### src/rtl/rfx_pkg.sv
package rfx_pkg;
  typedef enum logic [1:0] {
    ERR_NONE   = 2'd0,
    ERR_NULL   = 2'd1,
    ERR_WINDOW = 2'd2,
    ERR_LENGTH = 2'd3
  } rfx_err_e;

  typedef enum logic [1:0] {
    ST_IDLE,
    ST_STORE,
    ST_LD_REQ,
    ST_LD_WR
  } rfx_state_e;
endpackage

### src/rtl/rfx_range_check.sv
module rfx_range_check
  import rfx_pkg::*;
#(
  parameter int AW        = 32,
  parameter int CW        = 8,
  parameter int PW        = 7,
  parameter int TOTAL     = 128,
  parameter int NULL_SPAN = 4
) (
  input  logic [AW-1:0] addr_i,
  input  logic [CW-1:0] count_i,
  input  logic [PW-1:0] pos_i,
  input  logic          null_en_i,
  input  logic [AW-1:0] base_i,
  output rfx_err_e      code_o
);
  localparam int SW = (PW > CW ? PW : CW) + 1;

  logic [AW:0]   end_addr;
  logic [SW-1:0] span;
  logic          null_hit, win_hit, len_hit;

  assign end_addr = {1'b0, addr_i} + (AW+1)'(count_i);
  assign span     = SW'(pos_i) + SW'(count_i);
  assign null_hit = null_en_i && (addr_i < AW'(NULL_SPAN));
  assign win_hit  = (addr_i >= base_i) || (end_addr > {1'b0, base_i});
  assign len_hit  = span > SW'(TOTAL);

  // fixed priority: null, window, length
  always_comb begin
    if (null_hit)      code_o = ERR_NULL;
    else if (win_hit)  code_o = ERR_WINDOW;
    else if (len_hit)  code_o = ERR_LENGTH;
    else               code_o = ERR_NONE;
  end
endmodule

### src/rtl/rfx_walker.sv
module rfx_walker #(
  parameter int AW = 32,
  parameter int PW = 7,
  parameter int CW = 8
) (
  input  logic          clk_i,
  input  logic          rst_ni,
  input  logic          load_i,
  input  logic          adv_i,
  input  logic [AW-1:0] addr_i,
  input  logic [PW-1:0] pos_i,
  input  logic [CW-1:0] cnt_i,
  output logic [AW-1:0] addr_o,
  output logic [PW-1:0] pos_o,
  output logic          last_o
);
  logic [CW-1:0] remain_q;

  always_ff @(posedge clk_i or negedge rst_ni) begin
    if (!rst_ni) begin
      addr_o   <= '0;
      pos_o    <= '0;
      remain_q <= '0;
    end else if (load_i) begin
      addr_o   <= addr_i;
      pos_o    <= pos_i;
      remain_q <= cnt_i;
    end else if (adv_i) begin
      addr_o   <= addr_o + AW'(1);
      pos_o    <= pos_o + PW'(1);  // lane carry walks into the next register
      remain_q <= remain_q - CW'(1);
    end
  end

  assign last_o = (remain_q == CW'(1));
endmodule

### src/rtl/rfx_burst_engine.sv
module rfx_burst_engine
  import rfx_pkg::*;
#(
  parameter int AW        = 32,
  parameter int NREG      = 32,
  parameter int BPR       = 4,
  parameter int NULL_SPAN = 4,
  localparam int RW    = $clog2(NREG),
  localparam int LW    = $clog2(BPR),
  localparam int PW    = RW + LW,
  localparam int TOTAL = NREG * BPR,
  localparam int CW    = $clog2(TOTAL + 1),
  localparam int DW    = BPR * 8
) (
  input  logic          clk_i,
  input  logic          rst_ni,
  input  logic          start_i,
  input  logic          dir_store_i,
  input  logic [AW-1:0] addr_i,
  input  logic [CW-1:0] count_i,
  input  logic [RW-1:0] reg_i,
  input  logic [LW-1:0] lane_i,
  input  logic          null_trap_en_i,
  input  logic [AW-1:0] iws_base_i,
  output logic          busy_o,
  output logic          done_o,
  output logic          err_o,
  output logic [1:0]    err_code_o,
  output logic          mem_req_o,
  output logic          mem_we_o,
  output logic [AW-1:0] mem_addr_o,
  output logic [7:0]    mem_wdata_o,
  input  logic [7:0]    mem_rdata_i,
  output logic [RW-1:0] reg_ridx_o,
  input  logic [DW-1:0] reg_rdata_i,
  output logic          reg_we_o,
  output logic [RW-1:0] reg_widx_o,
  output logic [BPR-1:0] reg_be_o,
  output logic [DW-1:0] reg_wdata_o
);
  rfx_state_e    state_q;
  rfx_err_e      chk_code, code_q;
  logic          done_q;
  logic          accept, launch, adv, last;
  logic [AW-1:0] cur_addr;
  logic [PW-1:0] cur_pos;
  logic [RW-1:0] cur_reg;
  logic [LW-1:0] cur_lane;
  logic [BPR-1:0] lane_dec;

  rfx_range_check #(
    .AW(AW), .CW(CW), .PW(PW), .TOTAL(TOTAL), .NULL_SPAN(NULL_SPAN)
  ) u_chk (
    .addr_i   (addr_i),
    .count_i  (count_i),
    .pos_i    ({reg_i, lane_i}),
    .null_en_i(null_trap_en_i),
    .base_i   (iws_base_i),
    .code_o   (chk_code)
  );

  assign accept = start_i && (state_q == ST_IDLE);
  assign launch = accept && (chk_code == ERR_NONE) && (count_i != '0);
  assign adv    = (state_q == ST_STORE) || (state_q == ST_LD_WR);

  rfx_walker #(.AW(AW), .PW(PW), .CW(CW)) u_walk (
    .clk_i (clk_i),
    .rst_ni(rst_ni),
    .load_i(launch),
    .adv_i (adv),
    .addr_i(addr_i),
    .pos_i ({reg_i, lane_i}),
    .cnt_i (count_i),
    .addr_o(cur_addr),
    .pos_o (cur_pos),
    .last_o(last)
  );

  assign cur_reg  = cur_pos[PW-1:LW];
  assign cur_lane = cur_pos[LW-1:0];

  for (genvar g = 0; g < BPR; g++) begin : g_lane
    assign lane_dec[g] = (cur_lane == LW'(g));
  end

  always_ff @(posedge clk_i or negedge rst_ni) begin
    if (!rst_ni) begin
      state_q <= ST_IDLE;
      done_q  <= 1'b0;
      code_q  <= ERR_NONE;
    end else begin
      done_q <= 1'b0;
      unique case (state_q)
        ST_IDLE: if (accept) begin
          if (chk_code != ERR_NONE || count_i == '0) begin
            done_q <= 1'b1;
            code_q <= chk_code;
          end else begin
            code_q  <= ERR_NONE;
            state_q <= dir_store_i ? ST_STORE : ST_LD_REQ;
          end
        end
        ST_STORE: if (last) begin
          state_q <= ST_IDLE;
          done_q  <= 1'b1;
        end
        ST_LD_REQ: state_q <= ST_LD_WR;
        ST_LD_WR: begin
          state_q <= last ? ST_IDLE : ST_LD_REQ;
          done_q  <= last;
        end
        default: state_q <= ST_IDLE;
      endcase
    end
  end

  assign busy_o      = (state_q != ST_IDLE);
  assign done_o      = done_q;
  assign err_o       = done_q && (code_q != ERR_NONE);
  assign err_code_o  = code_q;

  assign mem_req_o   = (state_q == ST_STORE) || (state_q == ST_LD_REQ);
  assign mem_we_o    = (state_q == ST_STORE);
  assign mem_addr_o  = cur_addr;
  assign reg_ridx_o  = cur_reg;
  assign mem_wdata_o = reg_rdata_i[{cur_lane, 3'b000} +: 8];

  // read data arrives one cycle after ST_LD_REQ
  assign reg_we_o    = (state_q == ST_LD_WR);
  assign reg_widx_o  = cur_reg;
  assign reg_be_o    = reg_we_o ? lane_dec : '0;
  assign reg_wdata_o = {BPR{mem_rdata_i}};


  be_onehot_chk: assert property (@(posedge clk_i) disable iff (!rst_ni)
    reg_we_o |-> $countones(reg_be_o) == 1);

  ld_latency_chk: assert property (@(posedge clk_i) disable iff (!rst_ni)
    reg_we_o |-> $past(mem_req_o && !mem_we_o));

  addr_step_chk: assert property (@(posedge clk_i) disable iff (!rst_ni)
    (mem_we_o && $past(mem_we_o)) |-> mem_addr_o == $past(mem_addr_o) + AW'(1));

  err_quiet_chk: assert property (@(posedge clk_i) disable iff (!rst_ni)
    err_o |-> (!busy_o && !mem_req_o && !reg_we_o));

  busy_done_chk: assert property (@(posedge clk_i) disable iff (!rst_ni)
    busy_o |-> !done_o);
endmodule

### config.mk
export PLATFORM = sky130hd
export DESIGN_NAME = rfx_burst_engine
export DESIGN_NICKNAME = d
export VERILOG_FILES = /design/src/rtl/rfx_pkg.sv /design/src/rtl/rfx_range_check.sv /design/src/rtl/rfx_walker.sv /design/src/rtl/rfx_burst_engine.sv
export SDC_FILE = /design/constraint.sdc
export NUM_CORES = 1
export LEC_CHECK = 0
export BUFFER_PORTS_ARGS = -buffer_cell sky130_fd_sc_hd__clkbuf_2
export CELL_PAD_IN_SITES_DETAIL_PLACEMENT = 1
export CELL_PAD_IN_SITES_GLOBAL_PLACEMENT = 2
export CORE_MARGIN = 2
export CORE_UTILIZATION = 29
export DETAILED_ROUTE_END_ITERATION = 7
export PLACE_DENSITY_LB_ADDON = 0.08
export RECOVER_POWER = 50
export SETUP_SLACK_MARGIN = 0.05
export SLEW_MARGIN = 25
export SYNTH_ARGS = -nofsm -noshare
export SYNTH_HDL_FRONTEND = slang
export SYNTH_HIERARCHICAL = 1
export SYNTH_SLANG_ARGS = --single-unit
### constraint.sdc
create_clock -name clk_i -period 3.19 [get_ports clk_i]
set_clock_uncertainty 0.1 [all_clocks]
set_input_delay 0.638 -clock clk_i [delete_from_list [all_inputs] [get_ports clk_i]]
set_output_delay 0.638 -clock clk_i [all_outputs]
set_load 0.05 [all_outputs]
Word level (Yosys, flattened, before mapping) --
Index checks and enable logic that the tools add are counted.
Storage, ports and cells: bits of input ports 124, latch bits 0, memories 0, logic and storage cells 67, output and inout port bits 94, RAM bits 0, ROM bits 0, register bits after elaboration 52
Cells by class: eq/ne operators 10, divide/modulo/power cells 0, shift-type cells 1, reductions and logical operators 20, bitwise operators 0, multipliers 0, mux-type cells 21, $add $sub $neg 5, $lt $le $gt $ge 4
Operators with widths (count):
- two-way mux 32 bit | 2
- adder 32 x 8 -> 33 bit | 1
- greater-than comparator 33 x 32 -> 1 bit | 1
- adder 32 x 1 -> 32 bit, second input constant | 1
- >= comparator 32 bit | 1
- less-than comparator 32 x 3 -> 1 bit, second input constant | 1
- variable part select 32 x 6 -> 8 bit | 1
- two-way mux 2 bit | 9
- two-way mux 8 bit | 2
- two-way mux 7 bit | 2
- adder 7 x 8 -> 9 bit | 1
- greater-than comparator 9 x 8 -> 1 bit, second input constant | 1
- == test 2 bit, second input constant | 4
- == test 8 x 1 -> 1 bit, second input constant | 1
- logical NOT 8 bit | 1
- case mux 2 bit (4 select lines) | 1
- nonzero test 2 bit | 4
- nonzero test 8 bit | 1
- subtractor 8 x 1 -> 8 bit, second input constant | 1
- adder 7 x 1 -> 7 bit, second input constant | 1
- logical NOT 2 bit | 3
- logical AND 1 bit | 5
- == test 2 x 1 -> 1 bit, second input constant | 2
- logical OR 1 bit | 4
- 7 further kinds | 10

Depth between registers and ports, before layout --
depth after elaboration 10, depth in mapped cells 26, depth with buffers taken out 25

Modules after synthesis --
The synthesis kept the hierarchy.
By module, submodules not included:
- rfx_walker | sequential area each 1176.1 µm², area an instance 2756.4 µm², instances 1, cells each 315
- rfx_range_check | sequential area each 0.0 µm², area an instance 2666.3 µm², instances 1, cells each 362
- rfx_burst_engine | sequential area each 125.1 µm², area an instance 857.1 µm², instances 1, cells each 86

Least setup slack after synthesis --
Ideal clock, no wire load.
path type input to register, start point input addr_i[0], end point register u_walk.addr_o[1], path buffers 3, data arrival time 5.433 ns, setup time 0.083 ns, cell stages on the path 26, setup slack -2.425 ns, cells stage by stage ha_1 inv_1 fa_1 nor2b_1 o21ai_0 a21boi_0 o21ai_0 a21oi_2 nand3_1 xnor2_1 ha_1 nand4_1 nor4_1 a41oi_1 a2111oi_0 o21ai_0 a311oi_2 a21oi_1 nor2_1 o21ai_0 nor2_1 clkbuf_1 clkbuf_1 buf_1 nand2_1 o21ai_0
On the way: word-level cells in the longest chain between the ends 9, elaborated cells on any way between the ends 13, classes of those cells 1 x add/sub; 3 x order compare; 3 x mux; 6 x reduce/logical
RTL lines:
- from (decl) | line rfx_burst_engine.sv:19 | input logic [AW-1:0] addr_i,
- adder 32 x 8 -> 33 bit | line rfx_range_check.sv:23 | assign end_addr = {1'b0, addr_i} + (AW+1)'(count_i);
- greater-than comparator 33 x 32 -> 1 bit | line rfx_range_check.sv:26 | assign win_hit = (addr_i >= base_i) || (end_addr > {1'b0, base_i});
- logical OR 1 bit | line rfx_range_check.sv:26
- two-way mux 2 bit | line rfx_range_check.sv:32 | else if (win_hit) code_o = ERR_WINDOW;
- two-way mux 2 bit (*) | line rfx_range_check.sv:31 | if (null_hit) code_o = ERR_NULL;
- via chk_code[1] | line rfx_burst_engine.sv:42 | rfx_err_e chk_code, code_q;
- logical NOT 2 bit (*) | line rfx_burst_engine.sv:63 | assign launch = accept && (chk_code == ERR_NONE) && (count_i != '0);
- logical AND 1 bit (*) (2 in a row) | line rfx_burst_engine.sv:63
- via launch | line rfx_burst_engine.sv:44 | logic accept, launch, adv, last;
- two-way mux 32 bit / nonzero test 2 bit (equally long branches)
- to (signal assigned) | line rfx_walker.sv:25 | addr_o <= addr_i;
- to (signal assigned) | line rfx_walker.sv:29 | addr_o <= addr_o + AW'(1);
- to (decl) | line rfx_walker.sv:13 | output logic [AW-1:0] addr_o,
Mark *: on every way through the listed nets, which the timed path passes. The rest lies on a longest branch. A chain may end at the register's enable or synchronous reset.

Final worst setup path --
start point input count_i[0], end point register u_walk.addr_o[30]
On the way: word-level cells in the longest chain between the ends 9, elaborated cells on any way between the ends 14, classes of those cells 2 x add/sub; 2 x order compare; 4 x mux; 6 x reduce/logical
RTL lines:
- from (decl) | line rfx_burst_engine.sv:20 | input logic [CW-1:0] count_i,
- adder 32 x 8 -> 33 bit / adder 7 x 8 -> 9 bit (equally long branches) | line rfx_range_check.sv:23, rfx_range_check.sv:24
- greater-than comparator 33 x 32 -> 1 bit / greater-than comparator 9 x 8 -> 1 bit (equally long branches) | line rfx_range_check.sv:26, rfx_range_check.sv:27
- logical OR 1 bit / two-way mux 2 bit (equally long branches) | line rfx_range_check.sv:26, rfx_range_check.sv:33
- two-way mux 2 bit (*) | line rfx_range_check.sv:32
- two-way mux 2 bit (*) | line rfx_range_check.sv:31
- via chk_code[0] | line rfx_burst_engine.sv:42
- logical NOT 2 bit (*) | line rfx_burst_engine.sv:63
- logical AND 1 bit (*) (2 in a row) | line rfx_burst_engine.sv:63
- via launch | line rfx_burst_engine.sv:44
- two-way mux 32 bit / nonzero test 2 bit (equally long branches)
Marked as above.

==> metrics.yaml <==
grt_pass1_wl_mm: 38.9
status: "finished, violations left"
fill_cells: 2559
fin_crit_ns: 5.05
wirelength_mm: 25.5
critical_path_arrival_ns: 5.18
clock-sinks: 52
slew-limit-headroom: -0.0195
io_buffers: 177
drt_iter0_drc: 229
power_mw: 2.09
final-seq-area_mm2: 0.00130
cts_tree: "done"
place_hpwl_mm: 21.1
power_density_mw_per_mm2: 231
vias: 6979
start_kind: "input port"
synth_ff_type: "dfrtp_1"
fp.dieH_um: 151
path_class: "in -> reg"
slew_viol_final: 29
drive_gt1_frac: 0.416
netlist_area_mm2: 0.00628
die_w_um: 151
worst-r2r-setup-slack_ns: 0.64
htreeDepth: 2
cts_hold_buf: 0
drv_cap: 1
synthTopCellsByArea: "dfrtp_1, ha_1, xnor2_1"
ys_seq_elements: 52
min_path_type: "reg -> reg"
crit_required_ns: 3.32
yosys.area.top_type_share: 0.207
vdd_drop_max_mv: 0.243
end_kind: "flop"
violations: "capacitance limit, slew limit, setup timing"
grt_usage: 0.218
worstPathMaxFanout: 6
fin_cells: 1328
final_antenna_net_count: 0
initial_core_util: 0.297
numCtsBuffers: 5
final_util: 0.427
yosysWarnings: 6
fin_ws_ns: -1.86
antenna_found_initial: 0
max_freq_ghz: 0.198
grt_pass1_vias: 7315
synth_area_leader_cell: "dfrtp_1"
pre_cts_slack_ns: -2.56
rsz0062_at_grt: "true"
cp_slowest_cell: "fa_2"
nNetsFinal: 1266
syn_to_final_growth_pct: 43.8
synthCells: 763
cts_root_buf: "clkbuf_16"
drc: 0
clock_latency_ns: 0.30
cts_buffer_depth: 2
syn_avg_cell_area_um2: 8.23
drt-vias-per-instance: 5.26
synth_edf_count: 0
finalCritPeriodShare: 1.58
async_flop_share: 1.00
multi_input_area_mm2: 0.00473
dieArea_mm2: 0.0228
slowest_delay_ns: 0.35
p_leak_nw: 4.43
core_mm2: 0.0212
clkTransAtPathRegs_ns: 0.07
num_antenna_cells: 0
boundaryPins: 218
setup_violations: 52
grt_remaining_overflow: 0
ys_types: 65
hold_viol_final: 0
wl_per_cell_um: 19.2
worst_slew_pin_slew_ns: 1.53
seq_area_frac_synth: 0.207
fp-row-count: 53
firstDrtPassIters: 4
gp_congestion: 0.906
grt_max_degree: 38
placedCellCount: 1299
syn_nets: 977
## synth_stat cells, types with 5 or more instances
cell type  count
clkbuf_1      13
nand2_1       72
nor2_1        38
o31ai_1       10
and4_1         6
nand3_1       41
buf_4         37
a31oi_1        8
o21ai_0       48
mux4_2         8
nand4_1       37
xor2_1        19
nor3_1        11
and3_1        11
a21o_1         8
or4_1         12
dfrtp_1       52
nor2b_1        9
ha_1          88
nor4_1        12
nor4b_1        5
xnor2_1       37
inv_1         58
mux2i_1        5
a21oi_1       37
a211oi_1       8
## state kept, by name, indices dropped and copies added (netlist names)
register and flops:
u_walk/pos_o 7, done_o 1, err_code_o 2, u_walk/remain_q 8, state_q 2, u_walk/addr_o 32
## cells in the final DEF, fill, tap and decap left out, types with 6 or more instances in the layout
cell	count
buf_4	146
nor2b_1	6
a21o_1	8
xnor2_1	36
and3_1	11
nand3_1	38
dfrtp_1	52
xor2_1	19
o31ai_1	9
o21ai_0	26
nor3_1	7
clkbuf_16	7
a211oi_1	6
buf_6	7
nor4_1	11
nand2_4	9
nand4_1	37
ha_1	87
nand2_1	62
inv_1	56
clkbuf_2	174
and4_1	6
mux4_2	8
o21ai_2	13
a31oi_1	6
or4_1	11
a21oi_1	33
o21ai_1	8
nor2_1	31
## cell families (layout without fill, tap and decap cells)
logic type,count (synthesis),after routing,share of synthesized area
flops,52,52,0.207
buf+inv,117,406,0.0962
compound gates,152,152,0.153
xor+xnor,56,56,0.0781
fa+ha+maj,90,90,0.182
simple gates,279,280,0.239
mux,17,17,0.0444
## timing repair
action | 4_1_cts | 5_1_grt
resized for setup | 39 | 66
endpoints found under the setup margin | 52 | 52
setup buffers | 10 | 9
pin swaps | 29 | 20
gates cloned | 3 | 3
## power by group
group	internal (mW)	leakage [nW]	switching, mW	total, mW
Sequential	0.659	0.591	0	0.659
Clock	0.373	0.0804	0.259	0.632
Combinational	0.383	3.76	0.414	0.796
Total	1.41	4.43	0.673	2.09
## worst paths after layout
path	start	endpoint	cells past startpoint
min	err_code_o[0]	err_code_o[0]	1
min in group asynchronous	rst_ni	u_walk/addr_o[24]	2
max	count_i[0]	u_walk/addr_o[30]	28
min reg2reg	err_code_o[0]	err_code_o[0]	1
max reg2reg	state_q[1]	u_walk/addr_o[13]	7
max in group asynchronous	rst_ni	u_walk/remain_q[7]	2
## worst max-delay path, delay by kind of cell
kind	cells	cell delay (ns)
compound gates	10	1.87
simple gates	9	1.14
fa+ha+maj	3	0.79
buf+inv	5	0.60
xor+xnor	1	0.13
## per-layer routing
metal,vias up,global-route usage,part of all wire,routed length (um)
li1,3346,-,-,-
met1,3421,0.293,0.45,11600
met2,186,0.378,0.49,12400
met3,26,0.0211,0.044,1110
met4,0,0.0458,0.016,395
met5,-,0,0,0
## layout make-up
cell class                 instances  area share
clock buffer                       5      0.0139
clock inverter                     3     0.00513
inverter                          58      0.0247
multi-input combinational        595       0.524
sequential                        52       0.144
tap                              275      0.0381
timing repair buffer             340       0.250
## stage by stage
stage	TNS [ns]	hold WS [ns]	area [um2]
after floorplan	-89.24	0.242	6360
after global placement	-116.94	0.433	8230
after detailed placement	-126.24	0.440	8230
after CTS	-90.99	0.255	8700
after global routing	-105.05	0.476	9030
final	-90.82	0.456	9030
(Power assumes the default switching activity.)
